### config.mk
export PLATFORM = sky130hd
export DESIGN_NAME = gpio_bank
export DESIGN_NICKNAME = d
export VERILOG_FILES = /design/src/rtl/gpio_bank_pkg.sv /design/src/rtl/gpio_bank_ctrl.sv /design/src/rtl/gpio_bank_reg.sv /design/src/rtl/gpio_bank_dp.sv /design/src/rtl/gpio_bank_pad.sv /design/src/rtl/gpio_bank.sv
export SDC_FILE = /design/constraint.sdc
export NUM_CORES = 1
export LEC_CHECK = 0
export BUFFER_PORTS_ARGS = -buffer_cell sky130_fd_sc_hd__buf_2
export CORE_UTILIZATION = 43
export DETAILED_ROUTE_END_ITERATION = 12
export HOLD_SLACK_MARGIN = 0.15
export MAX_ROUTING_LAYER = met4
export PLACE_DENSITY = 0.86
export SLEW_MARGIN = 20
export SYNTH_ARGS = -nofsm -noshare
export SYNTH_HDL_FRONTEND = slang
export SYNTH_SLANG_ARGS = --single-unit
### constraint.sdc
create_clock -name clk -period 1.1 [get_ports clk]
set_clock_uncertainty 0.15 [all_clocks]
set_input_delay 0.055 -clock clk [delete_from_list [all_inputs] [get_ports clk]]
set_output_delay 0.055 -clock clk [all_outputs]
set_load 0.01 [all_outputs]
### src/rtl/gpio_bank_pkg.sv
package gpio_bank_pkg;

  // Strobes from bus decode to the register datapath
  typedef struct packed {
    logic latchLoad;
    logic latchSet;
    logic latchClr;
    logic dirLoad;
    logic dirSet;
    logic dirClr;
    logic rdLatch;
    logic rdDir;
    logic rdPin;
  } gpioStrb_t;

endpackage

### src/rtl/gpio_bank_ctrl.sv
module gpio_bank_ctrl
  import gpio_bank_pkg::*;
#(
  parameter int ADDR_W = 6,
  parameter logic [ADDR_W-1:0] LATCH_ADDR = 6'h1B,
  parameter logic [ADDR_W-1:0] DIR_ADDR = 6'h1A,
  parameter logic [ADDR_W-1:0] PIN_ADDR = 6'h19
) (
  input  logic [ADDR_W-1:0] addr,
  input  logic              wrEn,
  input  logic              rdEn,
  input  logic              bitSet,
  input  logic              bitClr,
  output gpioStrb_t         strb
);

  logic hitLatch;
  logic hitDir;
  logic hitPin;
  logic doSet;
  logic doClr;

  always_comb begin
    hitLatch = (addr == LATCH_ADDR);
    hitDir   = (addr == DIR_ADDR);
    hitPin   = (addr == PIN_ADDR);
    // Full write wins, then set, then clear
    doSet    = bitSet & ~wrEn;
    doClr    = bitClr & ~wrEn & ~bitSet;
  end

  always_comb begin
    strb.latchLoad = wrEn & hitLatch;
    strb.latchSet  = doSet & hitLatch;
    strb.latchClr  = doClr & hitLatch;
    strb.dirLoad   = wrEn & hitDir;
    strb.dirSet    = doSet & hitDir;
    strb.dirClr    = doClr & hitDir;
    strb.rdLatch   = rdEn & hitLatch;
    strb.rdDir     = rdEn & hitDir;
    strb.rdPin     = rdEn & hitPin;
  end

endmodule

### src/rtl/gpio_bank_reg.sv
module gpio_bank_reg #(
  parameter int WIDTH = 8,
  localparam int IDX_W = (WIDTH > 1) ? $clog2(WIDTH) : 1
) (
  input  logic             clk,
  input  logic             rstN,
  input  logic             load,
  input  logic             setBit,
  input  logic             clrBit,
  input  logic [WIDTH-1:0] wdata,
  input  logic [IDX_W-1:0] bitIdx,
  output logic [WIDTH-1:0] q
);

  logic [WIDTH-1:0] bitMask;
  logic [WIDTH-1:0] nextQ;

  always_comb begin
    bitMask = '0;
    bitMask[bitIdx] = 1'b1;
    nextQ = q;
    if (load)        nextQ = wdata;
    else if (setBit) nextQ = q | bitMask;
    else if (clrBit) nextQ = q & ~bitMask;
  end

  always_ff @(posedge clk or negedge rstN) begin
    if (!rstN) q <= '0;
    else       q <= nextQ;
  end

endmodule

### src/rtl/gpio_bank_dp.sv
module gpio_bank_dp
  import gpio_bank_pkg::*;
#(
  parameter int PIN_COUNT = 8,
  parameter int SYNC_STAGES = 2,
  localparam int IDX_W = (PIN_COUNT > 1) ? $clog2(PIN_COUNT) : 1
) (
  input  logic                 clk,
  input  logic                 rstN,
  input  gpioStrb_t            strb,
  input  logic [PIN_COUNT-1:0] wdata,
  input  logic [IDX_W-1:0]     bitIdx,
  input  logic [PIN_COUNT-1:0] padIn,
  output logic [PIN_COUNT-1:0] latchQ,
  output logic [PIN_COUNT-1:0] dirQ,
  output logic [PIN_COUNT-1:0] pinQ,
  output logic [PIN_COUNT-1:0] rdata
);

  gpio_bank_reg #(.WIDTH(PIN_COUNT)) u_latch (
    .clk(clk), .rstN(rstN),
    .load(strb.latchLoad), .setBit(strb.latchSet), .clrBit(strb.latchClr),
    .wdata(wdata), .bitIdx(bitIdx), .q(latchQ)
  );

  gpio_bank_reg #(.WIDTH(PIN_COUNT)) u_dir (
    .clk(clk), .rstN(rstN),
    .load(strb.dirLoad), .setBit(strb.dirSet), .clrBit(strb.dirClr),
    .wdata(wdata), .bitIdx(bitIdx), .q(dirQ)
  );

  // Input synchronizer chain
  logic [PIN_COUNT-1:0] syncQ [SYNC_STAGES];

  always_ff @(posedge clk or negedge rstN) begin
    if (!rstN) begin
      for (int s = 0; s < SYNC_STAGES; s++) syncQ[s] <= '0;
    end else begin
      syncQ[0] <= padIn;
      for (int s = 1; s < SYNC_STAGES; s++) syncQ[s] <= syncQ[s-1];
    end
  end

  assign pinQ = syncQ[SYNC_STAGES-1];

  always_comb begin
    rdata = ({PIN_COUNT{strb.rdLatch}} & latchQ)
          | ({PIN_COUNT{strb.rdDir}}   & dirQ)
          | ({PIN_COUNT{strb.rdPin}}   & pinQ);
  end

endmodule

### src/rtl/gpio_bank_pad.sv
module gpio_bank_pad #(
  parameter int PIN_COUNT = 8
) (
  input  logic [PIN_COUNT-1:0] latchQ,
  input  logic [PIN_COUNT-1:0] dirQ,
  input  logic                 altMode,
  input  logic [PIN_COUNT-1:0] altOut,
  input  logic                 altOe,
  output logic [PIN_COUNT-1:0] padOut,
  output logic [PIN_COUNT-1:0] padOe,
  output logic [PIN_COUNT-1:0] padPullEn
);

  for (genvar n = 0; n < PIN_COUNT; n++) begin : g_pin
    always_comb begin
      if (altMode) begin
        padOut[n]    = altOut[n];
        padOe[n]     = altOe;
        padPullEn[n] = 1'b1;
      end else begin
        padOut[n]    = latchQ[n];
        padOe[n]     = dirQ[n];
        padPullEn[n] = latchQ[n] & ~dirQ[n];
      end
    end
  end

endmodule

### src/rtl/gpio_bank.sv
module gpio_bank
  import gpio_bank_pkg::*;
#(
  parameter int PIN_COUNT = 8,
  parameter int ADDR_W = 6,
  parameter int SYNC_STAGES = 2,
  parameter logic [ADDR_W-1:0] LATCH_ADDR = 6'h1B,
  parameter logic [ADDR_W-1:0] DIR_ADDR = 6'h1A,
  parameter logic [ADDR_W-1:0] PIN_ADDR = 6'h19,
  localparam int IDX_W = (PIN_COUNT > 1) ? $clog2(PIN_COUNT) : 1
) (
  input  logic                 clk,
  input  logic                 rstN,
  input  logic [ADDR_W-1:0]    addr,
  input  logic                 wrEn,
  input  logic                 rdEn,
  input  logic [PIN_COUNT-1:0] wdata,
  input  logic                 bitSet,
  input  logic                 bitClr,
  input  logic [IDX_W-1:0]     bitIdx,
  output logic [PIN_COUNT-1:0] rdata,
  input  logic                 extMemEn,
  input  logic [PIN_COUNT-1:0] altOut,
  input  logic                 altOe,
  input  logic [PIN_COUNT-1:0] padIn,
  output logic [PIN_COUNT-1:0] padOut,
  output logic [PIN_COUNT-1:0] padOe,
  output logic [PIN_COUNT-1:0] padPullEn
);

  gpioStrb_t            strb;
  logic [PIN_COUNT-1:0] latchQ;
  logic [PIN_COUNT-1:0] dirQ;
  logic [PIN_COUNT-1:0] pinQ;

  gpio_bank_ctrl #(
    .ADDR_W(ADDR_W), .LATCH_ADDR(LATCH_ADDR),
    .DIR_ADDR(DIR_ADDR), .PIN_ADDR(PIN_ADDR)
  ) u_ctrl (
    .addr(addr), .wrEn(wrEn), .rdEn(rdEn),
    .bitSet(bitSet), .bitClr(bitClr), .strb(strb)
  );

  gpio_bank_dp #(
    .PIN_COUNT(PIN_COUNT), .SYNC_STAGES(SYNC_STAGES)
  ) u_dp (
    .clk(clk), .rstN(rstN), .strb(strb), .wdata(wdata), .bitIdx(bitIdx),
    .padIn(padIn), .latchQ(latchQ), .dirQ(dirQ), .pinQ(pinQ), .rdata(rdata)
  );

  gpio_bank_pad #(.PIN_COUNT(PIN_COUNT)) u_pad (
    .latchQ(latchQ), .dirQ(dirQ), .altMode(extMemEn),
    .altOut(altOut), .altOe(altOe),
    .padOut(padOut), .padOe(padOe), .padPullEn(padPullEn)
  );

endmodule

==> impl_results.md, run 1 <==
* Synthesized Nets at 213
* # rows at 22
* Pwr per Cell Area at 1230 nW/um^2
* Normalized max-slew margin at 73.3%
* Most used flip-flop cell after synthesis: dfrtp_1
* Routed Antenna Nets at 0
* Yosys warns at 0
* Hold path depth at 4
* Global-route wire length before repair at 8160 um
* Setup-failing EPs final at 32
* Worst setup margin at -357 ps
* Final Cycle Share at 132%
* Max Cap Viol at 0
* Crit-path max cell delay at 410 ps
* Final Total Pwr at 3460 uW
* CTS Buf Count at 5
* Synth top area cells: dfrtp_1 47%, o21ai_0 9.9%, mux2_2 5.2%, a221o_1 4.7%, a21oi_1 3.8%
* Req. time, crit path at 890 ps
* Antenna violations before repair at 0
* Tightest Pin Transition at 401 ps
* Number of fill cells at 251
* RSZ-0062 raised after global routing: true
* Yosys top cell by area: dfrtp_1
* Leak at 0.00139 uW
* Seq/Total Area, Yosys at 46.5%
* # DRC at 0
* Synth async-reset ratio at 100%
* Port Buffers at 72
* EDFF count, synth at 0
* CP Capture Type: primary output
* Hold buffer count at CTS at 18
* HP Start: bitSet
* Layout Utilization at 74.9%
* Mapped cell area at 1720 sq um
* Final Max Slew Viols at 0
* Top-area cell type share of the netlist area at 46.5%
* Routed len/inst at 16.2 um
* Hpwl dp at 3600 um
* # nets final at 336
* Avg Cell Area, Syn at 10.0 sq um
* Area of the multi-input gates at 890 sq um
* Vias at 1912
* Peak Freq at 686 MHz
* Top delay family on crit path: flip-flops
* Die X at 65.3 um
* Worst Path Buf+Inv at 1
* Iter 0 DRT Violations at 46
* Sequential cell area at 801 sq um
* CTS tree: done
* ANT cells at 0
* Worst EP arrival at 1250 ps
* I/O pins at 73
* Distinct cells, synth at 34
* Commonest cells in the netlist: 34 x o21ai_0, 32 x dfrtp_1, 13 x a21oi_1
* GPL Wtd Cong at 0.829
* Largest net degree at the start of global routing at 33
* Die height at 65.3 um
* CTS sink cnt at 32
* Core area at 3740 sq um
* R2R setup slack at 40 ps
* Hold Crit Class: input port to flop
* Post-Synthesis Cells at 172
* Root Driver: clkbuf_8
* Layout cell share with drive strength beyond 1 at 50.3%
* Hold Slack at 122 ps
* R2R cell count at 3
* Full die area at 4260 sq um
* Crit Path Max Fanout at 2
* Routed WL at 5560 um
* Worst-Skew Late Latency at 290 ps
* Startpoint types: flop
* Failing checks: setup timing
* Status: finished with violations
* Global router's overall resource usage at 26.6%
* Most common cell in the netlist: o21ai_0
* Layout area overhead at 62.9%
* Vias in the first global route at 1779
* Initial core utilization at 46.0%
* Yosys reg bits at 32
* Clk slew on worst S/H paths at 70 ps
* Crit-path cells: and3_1 -> a221o_1 -> buf_2
* Grt total ovfl at 0
* Setup Crit Path Kind: flop to primary output
* H-tree depth at 2
* Final hold violations at 0
* Drt pass-1 iters at 4
* Clock buffer depth at 2
* Vias/cell at 5.56
* Final Critical Period at 1460 ps
* Max stage delay cell, worst path: dfrtp_1
* Maximum vdd drop at 1.12 mV
## area by class of cell
cell class	count	share of cell area, %
tap	48	2.14
clock inverter	3	1.52
clock buffer	5	2.45
inverter	9	1.20
sequential	32	28.5
timing repair buffer	125	32.4
multi-input combinational	122	31.7
## tightest hold or removal path, delay by kind of cell
| family | cells | cell delay, ps |
|---|---|---|
| compound gates | 2 | 290 |
| buf+inv | 1 | 110 |
| simple gates | 1 | 70 |
## metrics by stage
step                setup slack (ps)  TNS [ps]  area, sq um  cells
finish                          -357     -7570         2810    344
global route                    -389     -8630         2810    344
CTS                             -351     -7440         2750    342
detailed placement              -277     -6030         2340    313
global placement                -252     -4860         2340    313
floorplan                      -70.9      -618         1720    172
## where the power goes
group	total [uW]	internal, uW	switching, uW
registers	1380	1290	87.1
clock network	1120	669	450
logic	964	523	441
## cells in the final DEF (no fill, tap or decap), types with 2 or more instances in the layout
| master | count |
|---|---|
| buf_12 | 2 |
| inv_1 | 3 |
| buf_4 | 27 |
| clkbuf_8 | 5 |
| inv_2 | 6 |
| mux2_4 | 2 |
| mux2_2 | 6 |
| nor2b_1 | 5 |
| dfrtp_1 | 32 |
| buf_2 | 63 |
| a21o_1 | 8 |
| o21ai_1 | 21 |
| a21oi_1 | 12 |
| a22oi_1 | 2 |
| nor3_1 | 5 |
| and3_4 | 5 |
| dlygate4sd3_1 | 17 |
| buf_6 | 15 |
| o21ai_2 | 3 |
| nand2_1 | 3 |
| and3_1 | 4 |
| nor3b_1 | 2 |
| nand2b_1 | 3 |
| o21ai_0 | 12 |
| nor2_1 | 3 |
| a221o_1 | 8 |
| a31oi_1 | 2 |
## repair_timing
| action | 4_1_cts | 5_1_grt |
|---|---|---|
| gates resized for setup | 30 | 22 |
| cloned | 0 | 1 |
| pin swaps | 12 | 3 |
| endpoints found under the setup margin | 32 | 46 |
| hold endpoints to repair | 56 | 1 |
| buffers inserted | 3 | 3 |
## cell families (layout without fill, tap and decap cells)
group,count (synthesis),in the layout,share of synthesized area (%)
buffers and inverters,19,142,5.38
and+or+nand+nor,38,39,16.1
AOI/OAI and AO/OA,75,75,26.8
muxes,8,8,5.23
DFF,32,32,46.5
## routing by layer
layer  track usage [%]  wire, um  vias up
li1                  -         -      886
met1              29.8      2180      901
met2              47.0      2850      104
met3              5.03       346       21
met4              9.78       184        0
met5                 -         0        -
## worst max path at each step
stage               end  slack [ps]  cells past startpoint
2_1_floorplan  rdata[0]         -70                      4
3_3_place_gp   rdata[5]        -250                      6
3_5_place_dp   rdata[6]        -280                      7
4_1_cts        rdata[5]        -350                      3
5_1_grt        rdata[5]        -390                      3
6_report       rdata[0]        -360                      3
No activity file was read; power rests on OpenSTA's default activity.
==> run 2: changes to the inputs <==
--- a/config.mk
+++ b/config.mk
@@ -15,3 +15,4 @@
 export SYNTH_ARGS = -nofsm -noshare
 export SYNTH_HDL_FRONTEND = slang
 export SYNTH_SLANG_ARGS = --single-unit
+export TNS_END_PERCENT = 50
==> impl_results.md, run 2 (synthesis results as in run 1) <==
* Full die area at 4260 sq um (unchanged)
* Maximum vdd drop at 1.15 mV (was 1.12 mV)
* Final Cycle Share at 135% (was 132%)
* Startpoint types: flop (unchanged)
* Global router's overall resource usage at 27.4% (was 26.6%)
* Core area at 3740 sq um (unchanged)
* Drt pass-1 iters at 5 (was 4)
* Final hold violations at 0 (unchanged)
* Routed WL at 5370 um (was 5560 um)
* Worst-Skew Late Latency at 290 ps (about the same)
* Iter 0 DRT Violations at 79 (was 46)
* Normalized max-slew margin at 72.7% (was 73.3%)
* # nets final at 333 (was 336)
* Max Cap Viol at 0 (unchanged)
* RSZ-0062 raised after global routing: true (unchanged)
* Hold Crit Class: input port to flop (unchanged)
* Crit Path Max Fanout at 2 (unchanged)
* Area after DPL at 2310 sq um (was 2340 sq um)
* Die X at 65.3 um (unchanged)
* Commonest non-fill, non-tap cells in the layout: 64 x buf_2, 32 x dfrtp_1, 25 x buf_4 (was 63 x buf_2, 32 x dfrtp_1, 27 x buf_4)
* Antenna violations before repair at 0 (unchanged)
* Worst EP arrival at 1280 ps (was 1250 ps)
* Pwr per Cell Area at 1190 nW/um^2 (was 1230 nW/um^2)
* Hpwl dp at 3570 um (was 3600 um)
* Final Total Pwr at 3260 uW (was 3460 uW)
* Vias at 1886 (was 1912)
* CTS Buf Count at 5 (unchanged)
* # DRC at 0 (unchanged)
* Largest net degree at the start of global routing at 33 (unchanged)
* Req. time, crit path at 890 ps (about the same)
* Routed Antenna Nets at 0 (unchanged)
* Commonest non-fill, non-tap cell in the layout: buf_2 (unchanged)
* Failing checks: setup timing (unchanged)
* Tightest Pin Transition at 409 ps (was 401 ps)
* Clock buffer depth at 2 (unchanged)
* Layout area overhead at 58.8% (was 62.9%)
* Final Max Slew Viols at 0 (unchanged)
* Final Critical Period at 1490 ps (was 1460 ps)
* CP Capture Type: primary output (unchanged)
* CTS sink cnt at 32 (unchanged)
* H-tree depth at 2 (unchanged)
* ANT cells at 0 (unchanged)
* Peak Freq at 672 MHz (was 686 MHz)
* Layout cell share with drive strength beyond 1 at 49.7% (was 50.3%)
* Leak at 0.00136 uW (was 0.00139 uW)
* # rows at 22 (unchanged)
* Worst setup margin at -387 ps (was -357 ps)
* I/O pins at 73 (unchanged)
* CTS tree: done (unchanged)
* Design area at 2730 sq um (was 2810 sq um)
* Vias in the first global route at 1795 (was 1779)
* Clk slew on worst S/H paths at 60 ps (was 70 ps)
* Port Buffers at 72 (unchanged)
* Root Driver: clkbuf_8 (unchanged)
* Global-route wire length before repair at 8250 um (was 8160 um)
* Hold Slack at 130 ps (was 122 ps)
* GPL Wtd Cong at 0.897 (was 0.829)
* Initial core utilization at 46.0% (unchanged)
* Die height at 65.3 um (unchanged)
* Setup Crit Path Kind: flop to primary output (unchanged)
* Setup-failing EPs final at 33 (was 32)
* Grt total ovfl at 0 (unchanged)
* Vias/cell at 5.55 (was 5.56)
* Status: finished with violations (unchanged)
* Fin Setup TNS at -7690 ps (was -7570 ps)
* Routed len/inst at 15.8 um (was 16.2 um)
-- run 2: cell count changes in the layout (fill, tap and decap cells not counted), sizes merged --
| cell | before | now |
|---|---|---|
| buf | 107 | 104 |
| dlygate4sd3 | 17 | 18 |
| nand3 | 2 | 1 |
| clkinvlp | 1 | 0 |
| clkbuf | 5 | 7 |
| clkinv | 1 | 0 |
| bufinv | 1 | 0 |
-- run 2: layout make-up --
type                            instances  area, sq um
Clock buffer                            7         96.3
Fill cell                             257         1010
Inverter                                9         33.8
Multi-Input combinational cell        121          873
Sequential cell                        32          801
Tap cell                               48         60.1
Timing Repair Buffer                  123          870
-- run 2: through the flow --
step / worst slack, ps / cells / util [%]
6_report: -387 / 340 / 73.0
4_1_cts: -348 / 340 / 72.2
2_1_floorplan: -74.3 / 172 / -
3_3_place_gp: -247 / 312 / 61.7
5_1_grt: -418 / 340 / 73.0
3_5_place_dp: -291 / 312 / 61.7
-- run 2: final timing paths --
kind / from / end / slack [ps] / depth (start not counted)
min in group asynchronous: rstN / async pin / 160 / 3
max in group asynchronous: rstN / u_dp.pinQ[2] / 360 / 3
worst min-delay path: wrEn / flop / 130 / 4
worst min register to register: u_dp.syncQ[13] / u_dp.pinQ[5] / 200 / 0
worst max-delay path: flop / rdata[0] / -390 / 3
worst max register to register: flop / flop / 30 / 4
-- run 2: what timing repair did --
action                                  in CTS  in global routing
endpoints found under the setup margin      32                 47
pin swaps                                   16                  2
buffers inserted                             2                  0
gates resized for setup                     33                 26
hold endpoints to repair                    56                  0
hold buffers                                19                  0
-- run 2: power by group --
| part | internal (uW) | switching, uW |
|---|---|---|
| clock network | 556 | 414 |
| logic | 491 | 418 |
| registers | 1290 | 91.0 |
-- run 2: layer usage --
metal	routed length (um)	share of wire, %	up-vias	GRT usage, %
li1	-	-	873	-
met4	136	2.5	0	9.78
met3	303	5.6	21	6.60
met1	2060	38	905	31.7
met5	0	0	-	-
met2	2870	53	87	46.1
-- run 2: worst max-delay path, stage by stage (launching register included) --
cell and delay [ps]:
dfrtp_1 390, and3_1 160, a221o_1 290, buf_2 150
